<file path="src/rtl/nvseq_pkg.sv">
package nvseq_pkg;
  typedef enum logic [2:0] {
    S_IDLE, S_GRACE, S_ERASE, S_PROG, S_CLEAR, S_COPY, S_RELWAIT
  } seq_state_e;

  typedef enum logic [2:0] {
    PH_NONE = 3'd0, PH_ERASE = 3'd1, PH_PROG = 3'd2, PH_CLEAR = 3'd3, PH_COPY = 3'd4
  } nv_phase_e;

  typedef enum logic [1:0] {
    ST_IDLE = 2'd0, ST_GRACE = 2'd1, ST_STORE = 2'd2, ST_RECALL = 2'd3
  } status_e;

  typedef enum logic [2:0] {
    RQ_NONE, RQ_PU_RCL, RQ_AUTO_ST, RQ_HW_ST, RQ_SW_ST, RQ_SW_RCL, RQ_AE_OFF, RQ_AE_ON
  } req_e;

  localparam logic [1:0] OP_STORE    = 2'd0;
  localparam logic [1:0] OP_RECALL   = 2'd1;
  localparam logic [1:0] OP_AUTO_OFF = 2'd2;
  localparam logic [1:0] OP_AUTO_ON  = 2'd3;
endpackage

</file>
<file path="src/rtl/nvseq_arbiter.sv">
module nvseq_arbiter
  import nvseq_pkg::*;
(
  input  logic       clk,
  input  logic       rst_n,
  input  logic       sup_ok,
  input  logic       hw_req_n,
  input  logic       sw_cmd_valid,
  input  logic [1:0] sw_cmd_op,
  input  logic       dirty,
  input  logic       idle,
  output req_e       req,
  output logic       auto_en
);
  logic sup_q, pu_pend, pf_pend, pf_evt, auto_ok;

  assign pf_evt  = sup_q & ~sup_ok;
  assign auto_ok = auto_en & dirty;

  // fixed priority: power-up recall, supply-loss store, pin store, software
  always_comb begin
    req = RQ_NONE;
    if (pu_pend && sup_ok) begin
      req = RQ_PU_RCL;
    end else if ((pf_pend || pf_evt) && auto_ok) begin
      req = RQ_AUTO_ST;
    end else if (!hw_req_n && sup_ok && dirty) begin
      req = RQ_HW_ST;
    end else if (sw_cmd_valid && sup_ok) begin
      case (sw_cmd_op)
        OP_STORE:    req = RQ_SW_ST;
        OP_RECALL:   req = RQ_SW_RCL;
        OP_AUTO_OFF: req = RQ_AE_OFF;
        default:     req = RQ_AE_ON;
      endcase
    end
  end

  always_ff @(posedge clk or negedge rst_n) begin
    if (!rst_n) begin
      sup_q   <= 1'b0;
      pu_pend <= 1'b1;
      pf_pend <= 1'b0;
      auto_en <= 1'b1;
    end else begin
      sup_q <= sup_ok;
      if (!sup_ok) pu_pend <= 1'b1;
      else if (idle && req == RQ_PU_RCL) pu_pend <= 1'b0;
      // in idle a pending supply-loss event is either taken or dropped
      if (idle) pf_pend <= 1'b0;
      else if (pf_evt) pf_pend <= 1'b1;
      if (idle && req == RQ_AE_OFF) auto_en <= 1'b0;
      else if (idle && req == RQ_AE_ON) auto_en <= 1'b1;
    end
  end

  a_r10_no_ext_low: assert property (@(posedge clk) disable iff (!rst_n)
    (!sup_ok && idle) |=> !(req == RQ_HW_ST || req == RQ_SW_ST) || $past(sup_ok) == 1'b0 && sup_ok)
    else $error("a_r10_no_ext_low");
endmodule

</file>
<file path="src/rtl/nvseq_access_gate.sv">
module nvseq_access_gate
  import nvseq_pkg::*;
(
  input  logic       clk,
  input  logic       rst_n,
  input  logic       sup_ok,
  input  logic       host_ce_n,
  input  logic       host_we_n,
  input  seq_state_e state,
  input  logic       grace_start,
  input  logic       fin,
  output logic       arr_wr_en,
  output logic       arr_rd_en,
  output logic       dirty
);
  logic wr_cond, rd_cond, open_st, grace_st, wr_hold, inflight;

  assign wr_cond  = ~host_ce_n & ~host_we_n;
  assign rd_cond  = ~host_ce_n & host_we_n;
  assign open_st  = (state == S_IDLE);
  assign grace_st = (state == S_GRACE);

  assign arr_wr_en = wr_cond & sup_ok & ~wr_hold & (open_st | (grace_st & inflight));
  assign arr_rd_en = rd_cond & (open_st | grace_st);

  always_ff @(posedge clk or negedge rst_n) begin
    if (!rst_n) begin
      dirty    <= 1'b0;
      wr_hold  <= 1'b1;
      inflight <= 1'b0;
    end else begin
      if (fin) dirty <= 1'b0;
      else if (arr_wr_en) dirty <= 1'b1;
      // a strobe pair held across a transfer end must be re-issued
      wr_hold  <= wr_cond & (wr_hold | fin);
      inflight <= grace_start ? arr_wr_en : (grace_st & inflight & wr_cond);
    end
  end

  a_r7_grace_no_new_write: assert property (@(posedge clk) disable iff (!rst_n)
    (grace_st && arr_wr_en) |-> $past(arr_wr_en))
    else $error("a_r7_grace_no_new_write");

  a_r3_dirty_after_write: assert property (@(posedge clk) disable iff (!rst_n)
    (arr_wr_en && !fin) |=> dirty)
    else $error("a_r3_dirty_after_write");

  a_r12_rearm_after_transfer: assert property (@(posedge clk) disable iff (!rst_n)
    (fin && wr_cond) |=> !arr_wr_en)
    else $error("a_r12_rearm_after_transfer");
endmodule

</file>
<file path="src/rtl/nvseq_engine.sv">
module nvseq_engine
  import nvseq_pkg::*;
#(
  parameter int GRACE_CYC   = 6,
  parameter int ERASE_CYC   = 4,
  parameter int PROG_CYC    = 6,
  parameter int CLEAR_CYC   = 3,
  parameter int SW_COPY_CYC = 5,
  parameter int PU_COPY_CYC = 9
) (
  input  logic       clk,
  input  logic       rst_n,
  input  req_e       req,
  input  logic       hw_req_n,
  output seq_state_e state,
  output logic       grace_start,
  output logic       fin_store,
  output logic       fin_recall,
  output status_e    status,
  output nv_phase_e  phase,
  output logic       busy_n,
  output logic       xfer_done,
  output logic       xfer_store
);
  function automatic int imax(int a, int b);
    return (a > b) ? a : b;
  endfunction

  localparam int LONGEST = imax(imax(imax(GRACE_CYC, ERASE_CYC), imax(PROG_CYC, CLEAR_CYC)),
                                imax(SW_COPY_CYC, PU_COPY_CYC));
  localparam int CW = (LONGEST < 2) ? 1 : $clog2(LONGEST);
  typedef logic [CW-1:0] cnt_t;
  localparam cnt_t L_GRACE = cnt_t'(GRACE_CYC - 1);
  localparam cnt_t L_ERASE = cnt_t'(ERASE_CYC - 1);
  localparam cnt_t L_PROG  = cnt_t'(PROG_CYC - 1);
  localparam cnt_t L_CLEAR = cnt_t'(CLEAR_CYC - 1);
  localparam cnt_t L_SWCP  = cnt_t'(SW_COPY_CYC - 1);
  localparam cnt_t L_PUCP  = cnt_t'(PU_COPY_CYC - 1);

  seq_state_e nxt;
  cnt_t       cnt, cnt_nxt;
  logic       long_rcl, long_nxt, zero;

  assign zero = (cnt == '0);

  always_comb begin
    nxt         = state;
    cnt_nxt     = zero ? cnt : cnt - cnt_t'(1);
    long_nxt    = long_rcl;
    grace_start = 1'b0;
    fin_store   = 1'b0;
    fin_recall  = 1'b0;
    case (state)
      S_IDLE: begin
        case (req)
          RQ_PU_RCL:  begin nxt = S_CLEAR; cnt_nxt = L_CLEAR; long_nxt = 1'b1; end
          RQ_SW_RCL:  begin nxt = S_CLEAR; cnt_nxt = L_CLEAR; long_nxt = 1'b0; end
          RQ_AUTO_ST,
          RQ_SW_ST:   begin nxt = S_ERASE; cnt_nxt = L_ERASE; end
          RQ_HW_ST:   begin nxt = S_GRACE; cnt_nxt = L_GRACE; grace_start = 1'b1; end
          default:    ;
        endcase
      end
      S_GRACE: if (zero) begin nxt = S_ERASE; cnt_nxt = L_ERASE; end
      S_ERASE: if (zero) begin nxt = S_PROG; cnt_nxt = L_PROG; end
      S_PROG: if (zero) begin
        fin_store = 1'b1;
        nxt = hw_req_n ? S_IDLE : S_RELWAIT;
      end
      S_CLEAR: if (zero) begin nxt = S_COPY; cnt_nxt = long_rcl ? L_PUCP : L_SWCP; end
      S_COPY: if (zero) begin fin_recall = 1'b1; nxt = S_IDLE; end
      S_RELWAIT: if (hw_req_n) nxt = S_IDLE;
      default: nxt = S_IDLE;
    endcase
  end

  always_ff @(posedge clk or negedge rst_n) begin
    if (!rst_n) begin
      state      <= S_IDLE;
      cnt        <= '0;
      long_rcl   <= 1'b0;
      xfer_done  <= 1'b0;
      xfer_store <= 1'b0;
    end else begin
      state      <= nxt;
      cnt        <= cnt_nxt;
      long_rcl   <= long_nxt;
      xfer_done  <= fin_store | fin_recall;
      xfer_store <= fin_store;
    end
  end

  always_comb begin
    busy_n = 1'b1;
    status = ST_IDLE;
    phase  = PH_NONE;
    case (state)
      S_GRACE:   status = ST_GRACE;
      S_ERASE:   begin status = ST_STORE;  phase = PH_ERASE; busy_n = 1'b0; end
      S_PROG:    begin status = ST_STORE;  phase = PH_PROG;  busy_n = 1'b0; end
      S_RELWAIT: status = ST_STORE;
      S_CLEAR:   begin status = ST_RECALL; phase = PH_CLEAR; end
      S_COPY:    begin status = ST_RECALL; phase = PH_COPY;  end
      default:   ;
    endcase
  end

  a_r5_done_one_cycle: assert property (@(posedge clk) disable iff (!rst_n)
    xfer_done |=> !xfer_done)
    else $error("a_r5_done_one_cycle");

  a_r4_busy_release: assert property (@(posedge clk) disable iff (!rst_n)
    $rose(busy_n) |-> (xfer_done && xfer_store))
    else $error("a_r4_busy_release");

  a_r8_hold_until_release: assert property (@(posedge clk) disable iff (!rst_n)
    (state == S_RELWAIT && !hw_req_n) |=> (state == S_RELWAIT))
    else $error("a_r8_hold_until_release");

  a_r5_program_after_erase: assert property (@(posedge clk) disable iff (!rst_n)
    (state == S_PROG && $past(state) != S_PROG) |-> ($past(state) == S_ERASE))
    else $error("a_r5_program_after_erase");
endmodule

</file>
<file path="src/rtl/nvshadow_sequencer.sv">
module nvshadow_sequencer
  import nvseq_pkg::*;
#(
  parameter int GRACE_CYC   = 6,
  parameter int ERASE_CYC   = 4,
  parameter int PROG_CYC    = 6,
  parameter int CLEAR_CYC   = 3,
  parameter int SW_COPY_CYC = 5,
  parameter int PU_COPY_CYC = 9
) (
  input  logic       clk,
  input  logic       rst_n,
  input  logic       sup_ok,
  input  logic       hw_req_n,
  input  logic       sw_cmd_valid,
  input  logic [1:0] sw_cmd_op,
  input  logic       host_ce_n,
  input  logic       host_we_n,
  output logic       arr_wr_en,
  output logic       arr_rd_en,
  output logic       busy_n,
  output logic [2:0] nv_phase,
  output logic       xfer_done,
  output logic       xfer_store,
  output logic [1:0] status,
  output logic       dirty,
  output logic       auto_en
);
  req_e       req;
  seq_state_e state;
  status_e    st_w;
  nv_phase_e  ph_w;
  logic       grace_start, fin_store, fin_recall;

  nvseq_arbiter u_arb (
    .clk, .rst_n, .sup_ok, .hw_req_n, .sw_cmd_valid, .sw_cmd_op,
    .dirty, .idle(state == S_IDLE), .req, .auto_en
  );

  nvseq_engine #(
    .GRACE_CYC(GRACE_CYC), .ERASE_CYC(ERASE_CYC), .PROG_CYC(PROG_CYC),
    .CLEAR_CYC(CLEAR_CYC), .SW_COPY_CYC(SW_COPY_CYC), .PU_COPY_CYC(PU_COPY_CYC)
  ) u_eng (
    .clk, .rst_n, .req, .hw_req_n, .state, .grace_start, .fin_store, .fin_recall,
    .status(st_w), .phase(ph_w), .busy_n, .xfer_done, .xfer_store
  );

  nvseq_access_gate u_gate (
    .clk, .rst_n, .sup_ok, .host_ce_n, .host_we_n, .state, .grace_start,
    .fin(fin_store | fin_recall), .arr_wr_en, .arr_rd_en, .dirty
  );

  assign status   = st_w;
  assign nv_phase = ph_w;

  a_r2_locked_during_transfer: assert property (@(posedge clk) disable iff (!rst_n)
    (status == 2'd2 || status == 2'd3) |-> (!arr_wr_en && !arr_rd_en))
    else $error("a_r2_locked_during_transfer");

  a_r3_clean_at_done: assert property (@(posedge clk) disable iff (!rst_n)
    xfer_done |-> !dirty)
    else $error("a_r3_clean_at_done");

  a_r10_no_write_low_supply: assert property (@(posedge clk) disable iff (!rst_n)
    !sup_ok |-> !arr_wr_en)
    else $error("a_r10_no_write_low_supply");
endmodule

</file>
<file path="config.mk">
export PLATFORM = sky130hd
export DESIGN_NAME = nvshadow_sequencer
export DESIGN_NICKNAME = d
export VERILOG_FILES = /design/src/rtl/nvseq_pkg.sv /design/src/rtl/nvseq_arbiter.sv /design/src/rtl/nvseq_access_gate.sv /design/src/rtl/nvseq_engine.sv /design/src/rtl/nvshadow_sequencer.sv
export SDC_FILE = /design/constraint.sdc
export NUM_CORES = 1
export LEC_CHECK = 0
export BUFFER_PORTS_ARGS = -buffer_cell sky130_fd_sc_hd__buf_2
export CAP_MARGIN = 15
export CORE_MARGIN = 4
export CORE_UTILIZATION = 50
export CTS_BUF_LIST = sky130_fd_sc_hd__clkbuf_2 sky130_fd_sc_hd__clkbuf_4 sky130_fd_sc_hd__clkbuf_8
export DETAILED_ROUTE_END_ITERATION = 10
export GPL_ROUTABILITY_DRIVEN = 0
export PLACE_DENSITY = 0.79
export SLEW_MARGIN = 20
export SYNTH_ARGS = -nofsm -noshare
export SYNTH_HDL_FRONTEND = slang
export SYNTH_SLANG_ARGS = --single-unit
</file>
<file path="constraint.sdc">
create_clock -name clk -period 3 [get_ports clk]
set_clock_uncertainty 0.1 [all_clocks]
set_input_delay 0.45 -clock clk [delete_from_list [all_inputs] [get_ports clk]]
set_output_delay 0.45 -clock clk [all_outputs]
set_load 0.005 [all_outputs]
</file>
### Yosys cells after proc, flatten, opt, wreduce, memory -nomap -nowiden

Index checks and enable logic that the tools add are counted.

* $add $sub $neg: 1
* equality and inequality tests: 23
* mux-type cells: 39
* bitwise logic cells: 19
* reduce and logical (&&, ||, !) cells: 24

Operators by type and width (count)
* two-way mux 3 bit: 11
* == test 3 bit (second input constant): 7
* case mux 3 bit (7 select lines): 1
* two-way mux 4 bit: 5
* case mux 4 bit (4 select lines): 1
* two-way mux 1 bit: 15
* == test 3 x 2 -> 1 bit (second input constant): 4
* case mux 2 bit (3 select lines): 2
* case mux 3 bit (4 select lines): 1
* case mux 4 bit (3 select lines): 1
* bitwise AND 1 bit: 11
* != test 2 x 1 -> 1 bit (second input constant): 5
* case mux 3 bit (3 select lines): 1
* logical AND 1 bit: 8
* nonzero test 2 bit: 4
* OR reduction 2 bit: 4
* AND reduction 7 bit: 1
* == test 3 x 1 -> 1 bit (second input constant): 2
* zero test 4 bit: 1
* != test 2 bit (second input constant): 2
* != test 4 x 2 -> 1 bit (second input constant): 1
* inverter 1 bit: 4
* bitwise OR 1 bit: 4
* subtractor 4 x 1 -> 4 bit (second input constant): 1
* other kinds (9): 9

* flip-flop bits (word level): 17

### Longest topological paths before layout

* depth after elaboration: 10
* depth in mapped cells: 9
* depth with buffers taken out: 9

### Cells and area by module

Synthesis repeated with hierarchy kept, for this count alone.

* cell total of the unflattened synthesis: 150
* area total of the unflattened synthesis: 1310.0 sq um

Modules (own cells, without submodules)
* nvseq_engine: instances 1, cells an instance 111, area each 905.9 sq um, sequential area each 250.2 sq um
* nvseq_arbiter: instances 1, cells an instance 23, area each 232.7 sq um, sequential area each 102.6 sq um
* nvseq_access_gate: instances 1, cells an instance 14, area each 160.2 sq um, sequential area each 76.3 sq um
* nvshadow_sequencer: instances 1, cells an instance 2, area each 11.3 sq um, sequential area each 0.0 sq um

### Worst setup path before layout

Ideal clock, no wire load.

* path type: reg-to-reg
* from: register u_eng.cnt[0]
* to: register u_eng.cnt[0]
* library setup time: 133 ps
* arrival: 1915 ps
* data required time: 2767 ps
* slack: 852 ps
* stages on the path, launching flop included: 10
* path buffers: 0
* clock period less this slack: 2148 ps
* cell sequence: dfrtp_1 inv_1 ha_1 nor3b_4 inv_4 ha_1 inv_1 a221oi_1 nand2_1 a2bb2oi_1

* word-level cells in the longest chain between the ends: 4
* elaborated cells between the ends (all ways): 8

Ends and longest elaborated chain
* start: declaration: RTL line nvseq_engine.sv:41 `cnt_t cnt, cnt_nxt;`
* start signal: assignment: RTL line nvseq_engine.sv:86 `cnt <= cnt_nxt;`
* subtractor 4 x 1 -> 4 bit or zero test 4 bit (tied branches): RTL line nvseq_engine.sv:48, nvseq_engine.sv:44
* two-way mux 4 bit: RTL line nvseq_engine.sv:48 `cnt_nxt = zero ? cnt : cnt - cnt_t'(1);`
* case mux 4 bit (3 select lines), or another cell as far along: RTL line nvseq_engine.sv:55 `case (req)`
* case mux 4 bit (4 select lines) *: RTL line nvseq_engine.sv:53 `case (state)`
* net u_eng.cnt_nxt[0]: RTL line nvseq_engine.sv:41

The timed path passes the listed nets; every way through them passes the cells marked *.
A chain may end at the register's enable or synchronous reset.

### Worst setup path after layout

* from: register u_eng.state[2]
* to: output arr_wr_en

* word-level cells in the longest chain between the ends: 4
* elaborated cells between the ends (all ways): 5

Ends and longest elaborated chain
* start: declaration: RTL line nvseq_engine.sv:15 `output seq_state_e state,`
* start signal: assignment: RTL line nvseq_engine.sv:85 `state <= nxt;`
* == test 3 x 1 -> 1 bit: RTL line nvseq_access_gate.sv:21 `assign grace_st = (state == S_GRACE);`
* bitwise AND 1 bit: RTL line nvseq_access_gate.sv:23 `assign arr_wr_en = wr_cond & sup_ok & ~wr_hold & (open_st | (grace_st & inflight));`
* bitwise OR 1 bit *: RTL line nvseq_access_gate.sv:23
* bitwise AND 1 bit *: RTL line nvseq_access_gate.sv:23
* end: declaration: RTL line nvshadow_sequencer.sv:19 `output logic arr_wr_en,`

Mark *: on every way between the ends. The rest lies on a longest branch, timed or not.

==> out/qor.csv <==
stage,metric,value,unit
timing,RSZ-0062 raised after global routing,no,
grt,total grt overflow,0,
finish,multi-input logic area,723,sq um
timing,Tmin final,2410,ps
worst_setup_path,Worst R2R Setup Slack,590,ps
pwr,LEAKAGE,0.592,nW
floorplan,die height,58.1,microns
clock_tree,clock tree sinks,17,
logic_synthesis,area share of the largest cell type after synthesis,28.0,%
finish,filler cell count,203,
timing,fin crit share,80.5,%
logic_synthesis,Gate Count Post-Synth,144,
detailed_routing,Avg WL per Cell,16.1,microns
logic_synthesis,Synth Flop Type,dfrtp_1,
floorplan,core area,2300,sq um
place,detailed placement HPWL,2230,microns
logic_synthesis,most frequent cell after synthesis,dfrtp_1,
logic_synthesis,XOR/XNOR Fraction of Synth Area,1.40,%
logic_synthesis,synth unique cells,55,
worst_setup_path,reg-to-reg endpoint,u_eng.cnt[0],
logic_synthesis,main combinational cell family by area after synthesis,compound AO/OA/AOI/OAI gates,
clock_tree,clock buffer depth,2,
worst_hold_path,worst hold path type,primary input to flip-flop,
pwr,Overall Power,0.00120,W
worst_setup_path,Critical Path Fanout Max,2,
detailed_routing,Antenna Nets Post-Route,0,
logic_synthesis,count of warnings emitted by yosys,0,
floorplan,DIE AREA,3370,sq um
timing,Setup WS post-layout,585,ps
finish,Area Overhead vs Synth,10.7,%
pwr,Power Density,868,nW/um^2
detailed_routing,1st-iter DRT viols,50,
timing,Final Hold Viols,0,
finish,nets@finish,175,
worst_hold_path,Hold EP,u_gate.wr_hold,
logic_synthesis,ys async rst share,100,%
worst_setup_path,CP Data Required Time,2450,ps
worst_hold_path,hold path depth,2,
worst_setup_path,Worst setup SP type,flip-flop,
pwr,maximum VDD drop,0.583,mV
logic_synthesis,Adder-Cell Fraction of Synth Area,4.60,%
status,outcome,completed,
place,PortBufs,20,
worst_setup_path,Critical Path End Type,primary output,
grt,antenna violations before repair,0,
finish,Reg area,429,sq um
detailed_routing,# DRC,0,
grt,pin count of the biggest net entering global routing,24,
worst_hold_path,Hold Startpoint,host_we_n,
floorplan,I/O pin count,21,
detailed_routing,via count,1189,
timing,setup tns final,0,ps
worst_setup_path,critical path arrival,1860,ps
detailed_routing,DR pass1 iterations,4,
finish,diode count,0,
clock_tree,clk_lat worst skew,300,ps
logic_synthesis,Synth Area in Compound Gates,25.9,%
floorplan,Initial Utilization,54.5,%
job,total of max-cap violations,0,
logic_synthesis,"flops & latches, synth",17,
clock_tree,Root Driver,clkbuf_4,
logic_synthesis,Synth Area in Simple Gates,24.7,%
worst_setup_path,worst reg2reg path depth,9,
timing,Slew Limit Fails,0,
logic_synthesis,Mapped Area,1250,sq um
detailed_routing,Routed WL,3070,microns
detailed_routing,Vias/cell,6.26,
place,dpl ws,617,ps
logic_synthesis,"Seq/Total Area, Yosys",34.3,%
floorplan,Die W,58.1,microns
logic_synthesis,Synth area leaders,"dfrtp_1 (28%), dfstp_2 (6.3%), nor2_1 (3.9%)",
logic_synthesis,number of synthesized flops with an enable pin,0,
timing,Max-slew headroom,54.7,%
grt,vias in the first global route,1086,
worst_setup_path,Worst R2R Start,u_eng.cnt[0],
logic_synthesis,largest area contributor in the synthesized netlist,dfrtp_1,
clock_tree,"CTS clk-pin slew, worst paths",100,ps
timing,final setup vio count,0,
logic_synthesis,Syn Nets,156,
worst_setup_path,Crit Path Class,flip-flop to primary output,
logic_synthesis,syn_area_per_cell,8.70,sq um
clock_tree,post_cts resized,0,
clock_tree,CTS tree,built,
finish,layout cells sized above 1,21.6,%
logic_synthesis,"top cells by count, synth","dfrtp_1 (14), nor2_1 (13), nand2_1 (11)",
clock_tree,Num CTS Buffers,3,
floorplan,row count,17,
timing,Peak Freq,0.414,GHz
grt,Tot GR Track Use,20.1,%
grt,first-pass GRT wire length,5230,microns
logic_synthesis,post-synthesis mux area share,1.20,%
clock_tree,Max H-tree Level,1,
timing,Slew @ Worst Pin,679,ps
[timing repair]
action	in CTS	in global routing
hold endpoints to repair	14	0
hold buffers	1	0
setup buffers	0	0
[area by class of cell]
class                           instances  area share [%]
Multi-Input combinational cell        107            52.2
Clock buffer                            4            2.17
Inverter                               11            3.16
Timing Repair Buffer                   23            9.03
Tap cell                               28            2.53
Sequential cell                        17            31.0
[where the power goes]
group / leakage (nW) / internal [W] / switching, W / total [W]
Sequential: 0.202 / 0.000302 / 0.000106 / 0.000408
Clock: 0.0184 / 0.0000610 / 0.0000772 / 0.000138
Combinational: 0.371 / 0.000308 / 0.000349 / 0.000657
[worst max-delay path, cell delays in order, from the launching register on]
cell	delay [ps]
dfrtp_1	400
or4_1	560
a2111oi_2	420
buf_2	180
[layer usage]
layer | track usage (%) | vias up | share of wire (%)
li1 | - | 569 | -
met1 | 27.3 | 560 | 43
met2 | 31.1 | 55 | 49
met3 | 3.12 | 5 | 6.4
met4 | 9.60 | 0 | 1.8
met5 | 0 | - | 0
[cells in the final DEF (no fill, tap or decap), types with 2 or more instances in the layout]
master,instances
a21oi_1,6
a221oi_1,5
a22oi_1,3
and2_1,2
and3_1,2
buf_2,20
buf_4,2
clkbuf_4,4
dfrtp_1,14
dfstp_2,3
ha_1,3
inv_1,10
maj3_1,2
nand2_1,11
nand2b_1,4
nand3_1,3
nand3b_1,2
nand4_1,2
nor2_1,13
nor2b_1,3
nor3_1,4
o21ai_0,6
o31ai_1,3
o41ai_1,2
or3_1,2
[worst max path at each step]
stage | startpoint | endpoint | slack [ps] | cells past startpoint
3_3_place_gp | u_eng.cnt[0] | u_eng.cnt[0] | 750 | 9
3_5_place_dp | u_eng.cnt[0] | u_eng.cnt[0] | 620 | 9
4_1_cts | u_eng.state[2] | arr_wr_en | 580 | 3
6_report | u_eng.state[2] | arr_wr_en | 590 | 3
2_1_floorplan | u_eng.cnt[0] | u_eng.cnt[0] | 850 | 9
5_1_grt | u_eng.cnt[0] | u_eng.cnt[0] | 420 | 9
[stage by stage]
stage,hold slack [ps],cell area (sq um),instances,util (%)
global placement,291,1350,185,58.6
CTS,170,1390,190,60.3
finish,175,1390,190,60.3
detailed placement,294,1350,185,58.6
global route,173,1390,190,60.3
floorplan,54.4,1250,144,-
[registers in the layout, indices dropped and copies added, names as in the netlist]
name / flops
u_eng.xfer_store: 1
u_arb.auto_en: 1
u_eng.long_rcl: 1
u_arb.sup_q: 1
u_eng.xfer_done: 1
u_arb.pf_pend: 1
u_eng.state: 3
u_arb.pu_pend: 1
u_gate.inflight: 1
u_gate.dirty: 1
u_eng.cnt: 4
u_gate.wr_hold: 1
[kinds of logic after synthesis]
group / Yosys count
compound gates: 43
xor+xnor: 2
fa+ha+maj: 5
buf+inv: 20
flops: 17
mux: 1
simple gates: 56
Power figures use the tool's default switching activity.
